### config.mk
export PLATFORM = sky130hd
export DESIGN_NAME = bitmat_mul
export DESIGN_NICKNAME = d
export VERILOG_FILES = /design/src/rtl/bitmat_pkg.sv /design/src/rtl/bitmat_transpose.sv /design/src/rtl/bitmat_reduce.sv /design/src/rtl/bitmat_core.sv /design/src/rtl/bitmat_mul.sv
export SDC_FILE = /design/constraint.sdc
export NUM_CORES = 1
export LEC_CHECK = 0
export BUFFER_PORTS_ARGS = -buffer_cell sky130_fd_sc_hd__clkbuf_2
export CORE_MARGIN = 2
export CORE_UTILIZATION = 35
export DETAILED_ROUTE_END_ITERATION = 10
export SYNTH_ARGS = -nofsm -noshare
export SYNTH_HDL_FRONTEND = slang
export SYNTH_SLANG_ARGS = --single-unit
### constraint.sdc
create_clock -name clk -period 1.8 [get_ports clk]
set_input_delay 0.36 -clock clk [delete_from_list [all_inputs] [get_ports clk]]
set_output_delay 0.36 -clock clk [all_outputs]
set_load 0.005 [all_outputs]
### src/rtl/bitmat_pkg.sv
package bitmat_pkg;
  typedef enum logic [1:0] {
    OP_PARITY = 2'd0,
    OP_ANY    = 2'd1,
    OP_ALL    = 2'd2,
    OP_ZERO   = 2'd3
  } bm_op_e;

  // Unit matrix of a given dimension, row r carries bit r
  function automatic logic [63:0] unit_matrix(input int dim);
    logic [63:0] m;
    m = '0;
    for (int r = 0; r < dim; r++) m[r*dim + r] = 1'b1;
    return m;
  endfunction
endpackage

### src/rtl/bitmat_transpose.sv
module bitmat_transpose #(
  parameter int DIM = 8,
  localparam int W = DIM * DIM
) (
  input  logic [W-1:0] src,
  output logic [W-1:0] dst
);
  for (genvar r = 0; r < DIM; r++) begin : g_row
    for (genvar c = 0; c < DIM; c++) begin : g_col
      assign dst[c*DIM + r] = src[r*DIM + c];
    end
  end
endmodule

### src/rtl/bitmat_reduce.sv
module bitmat_reduce
  import bitmat_pkg::*;
#(
  parameter int DIM = 8
) (
  input  logic [DIM-1:0] row,
  input  logic [DIM-1:0] col,
  input  bm_op_e         op,
  input  logic           kbit,
  output logic           bit_o
);
  logic [DIM-1:0] terms;
  assign terms = row & col;

  always_comb begin
    unique case (op)
      OP_PARITY: bit_o = (^terms) ^ kbit;
      OP_ANY:    bit_o = |terms;
      OP_ALL:    bit_o = &terms;
      default:   bit_o = 1'b0;
    endcase
  end
endmodule

### src/rtl/bitmat_core.sv
module bitmat_core
  import bitmat_pkg::*;
#(
  parameter int DIM = 8,
  localparam int W = DIM * DIM
) (
  input  logic [W-1:0]   mat_a,
  input  logic [W-1:0]   mat_b,
  input  logic [DIM-1:0] kconst,
  input  bm_op_e         op,
  output logic [W-1:0]   mat_p
);
  logic [W-1:0] b_cols;

  bitmat_transpose #(.DIM(DIM)) u_tr (
    .src(mat_b),
    .dst(b_cols)
  );

  for (genvar r = 0; r < DIM; r++) begin : g_r
    for (genvar c = 0; c < DIM; c++) begin : g_c
      bitmat_reduce #(.DIM(DIM)) u_red (
        .row  (mat_a[r*DIM +: DIM]),
        .col  (b_cols[c*DIM +: DIM]),
        .op   (op),
        .kbit (kconst[c]),
        .bit_o(mat_p[r*DIM + c])
      );
    end
  end
endmodule

### src/rtl/bitmat_mul.sv
module bitmat_mul
  import bitmat_pkg::*;
#(
  parameter int DIM = 8,
  localparam int W = DIM * DIM
) (
  input  logic           clk,
  input  logic           rst_n,
  input  logic           in_valid,
  output logic           in_ready,
  input  logic [W-1:0]   in_a,
  input  logic [W-1:0]   in_b,
  input  logic [DIM-1:0] in_k,
  input  logic [1:0]     in_op,
  output logic           out_valid,
  input  logic           out_ready,
  output logic [W-1:0]   out_m
);
  logic [W-1:0] prod;

  bitmat_core #(.DIM(DIM)) u_core (
    .mat_a (in_a),
    .mat_b (in_b),
    .kconst(in_k),
    .op    (bm_op_e'(in_op)),
    .mat_p (prod)
  );

  assign in_ready = !out_valid || out_ready;

  always_ff @(posedge clk) begin
    if (!rst_n) begin
      out_valid <= 1'b0;
      out_m     <= '0;
    end else if (in_ready) begin
      out_valid <= in_valid;
      if (in_valid) out_m <= prod;
    end
  end
endmodule

==> flow_summary.yaml <==
floorplanning:
  ios: 208
  rows: 80
  core_sq_um: 47700
  fp.dieH_um: 224
  die_w_um: 224
  start_util_pct: 35.5
  die_area_sq_um: 50200
finish:
  final_util_pct: 43.9
  nNetsFinal: 3276
  finalInstanceArea_sq_um: 20900
  fillers: 4734
  area_growth_pct: 23.5
  fin_cells: 3243
  drive_gt1_share_pct: 19.9
setup_path:
  critical_path_class: "primary input to flop"
  cp_max_fo: 4
  reg2regPathDepth: 5
  cp-start-kind: "primary input"
  worst_ep_required_time_ps: 2060
  r2r_start: "out_valid"
  r2r_end: "out_m[59]"
  regToRegSetupSlack_ps: 290
  cp-end-kind: "flop"
  critPathArrivalTime_ps: 1850
clock_network:
  cts_tree: "yes"
  postCtsHoldBufs: 0
  clockBufferDepth: 2
  htreeDepth: 3
  cts.sinks: 65
  clk_latency_ps: 380
  cts_buffers: 9
  postCtsSetupRepairBufs: 0
  clockRootBuffer: "clkbuf_16"
  ctsResizeCount: 0
  cts.clk_slew.worst_paths_ps: 70
worst_hold_path:
  worstHoldStart: "rst_n"
  hold_depth: 2
  hold_class: "primary input to flop"
  min_to: "out_valid"
sta:
  period_needed_ps: 1590
  fin_setup_tns_ps: 0
  hold_violations: 0
  fin_crit_sh_pct: 88.4
  worst_pin_slew_ps: 634
  report.final.slew_viol_count: 0
  rsz0062_at_grt: "false"
  finClkSkew_ps: 5.44
  slew_headroom_pct: 57.8
  setup_viol: 0
  fmax_mhz: 629
detailed_routing:
  wl_um: 74800
  ant_nets: 0
  detail_route.wl_per_cell_um: 23.1
  viasPerCell: 5.31
  first_iter_violations: 1653
  vias: 17200
  firstDrtPassIters: 5
  drc: 0
yosys:
  synth-seq-cells: 65
  yosysSeqAreaShare_pct: 7.67
  synth_area_per_cell_sq_um: 7.24
  async_flop_share_pct: 0
  synth_cell_types: 24
  yosys-top-cells-count: "ha_1 (512), nand2_1 (449), inv_1 (434)"
  yosys_warnings: 0
  synth_largest_area_cell: "ha_1"
  synth_edf_count: 0
  synthesis.area_sq_um: 17000
  netlist_instances: 2341
  synthTopCellsByArea: "ha_1 (38%), nand2_1 (9.9%), xnor2_1 (9.7%)"
  synth_top_area_share_pct: 37.8
  syn_nets: 2995
  yosysMostFrequentCell: "ha_1"
  ys_dominant_reg_cell: "dfxtp_1"
global_routing:
  grt_max_degree: 43
  grt-ovfl-total: 0
  antenna_found_initial: 5
  grt_pass1_vias: 17400
  grt_pass1_wl_um: 109000
  grtUsageTotal_pct: 29.8
placement:
  portBuffers: 207
  place_hpwl_um: 56100
  place_area_sq_um: 20600
  place_congestion: 0.960
  dp.cells: 3226
pwr:
  power_density_nw_per_um2: 434
  power.leakage_uw: 0.0130
  finalPower_uw: 9090
  peakVddDrop_v: 0.000405
job:
  maxCapViolCount: 0
outcome:
  status: "finished, final reports clean"
routing by layer:
metal  vias to the layer above  GRT usage (%)  routed length, um
met5                         -              0                 39
met4                         6           20.2               5810
met3                       263           4.72               6890
met2                       888           48.9              33100
met1                      8210           35.7              29000
li1                       7865              -                  -
power breakdown:
part / total (uW) / switching (uW) / internal [uW]
Combinational: 5410 / 2930 / 2480
Sequential: 1670 / 110 / 1560
Clock: 2000 / 914 / 1080
Total: 9090 / 3960 / 5130
cells in the final DEF (no fill, tap or decap), types with 65 or more instances in the layout:
master	n
clkbuf_2	207
a2bb2oi_1	124
xnor2_1	188
buf_12	71
inv_2	79
ha_1	512
inv_1	434
nand2_1	449
nand4_1	128
dfxtp_1	65
buf_4	146
worst max path at each step:
stage,from,endpoint,cells past startpoint
finish,in_b[7],out_m[55],7
global route,in_b[7],out_m[55],7
CTS,in_b[7],out_m[55],7
detailed placement,in_b[7],out_m[55],7
global placement,in_b[7],out_m[55],7
floorplan,in_b[31],out_m[15],7
worst max-delay path: stages:
cell and delay [ps]:
clkbuf_2 190, and2_1 200, ha_1 310, xnor3_1 360, xnor2_1 160, a2bb2oi_1 170, o21ai_1 100
layout make-up:
cell class,instances,area [sq um],share of cell area (%)
inverter,513,1930,9.19
multi-input combinational,1609,13100,62.5
tap,615,769,3.67
timing repair buffer,424,3550,17.0
clock buffer,14,284,1.36
sequential,65,1300,6.21
clock inverter,2,10.0,0.0478
antenna,1,2.50,0.0119
kinds of logic (layout without fill, tap and decap cells):
group | count (synthesis) | count (layout) | synth area share (%)
buf+inv | 667 | 953 | 15.3
simple gates | 651 | 651 | 17.4
fa+ha+maj | 512 | 512 | 37.8
xor+xnor | 252 | 252 | 13.3
compound gates | 194 | 194 | 8.50
flops | 65 | 65 | 7.67
other cells | 0 | 1 | 0
flip-flops by register name (all words and copies together) (netlist names):
signal / count
out_m: 64
out_valid: 1
through the flow:
step	setup slack [ps]	hold WS [ps]
2_1_floorplan	-0.375	468
3_3_place_gp	-181	460
3_5_place_dp	-170	463
4_1_cts	216	302
5_1_grt	114	307
6_report	209	311
Note: power is estimated with default switching activity, not from simulation.
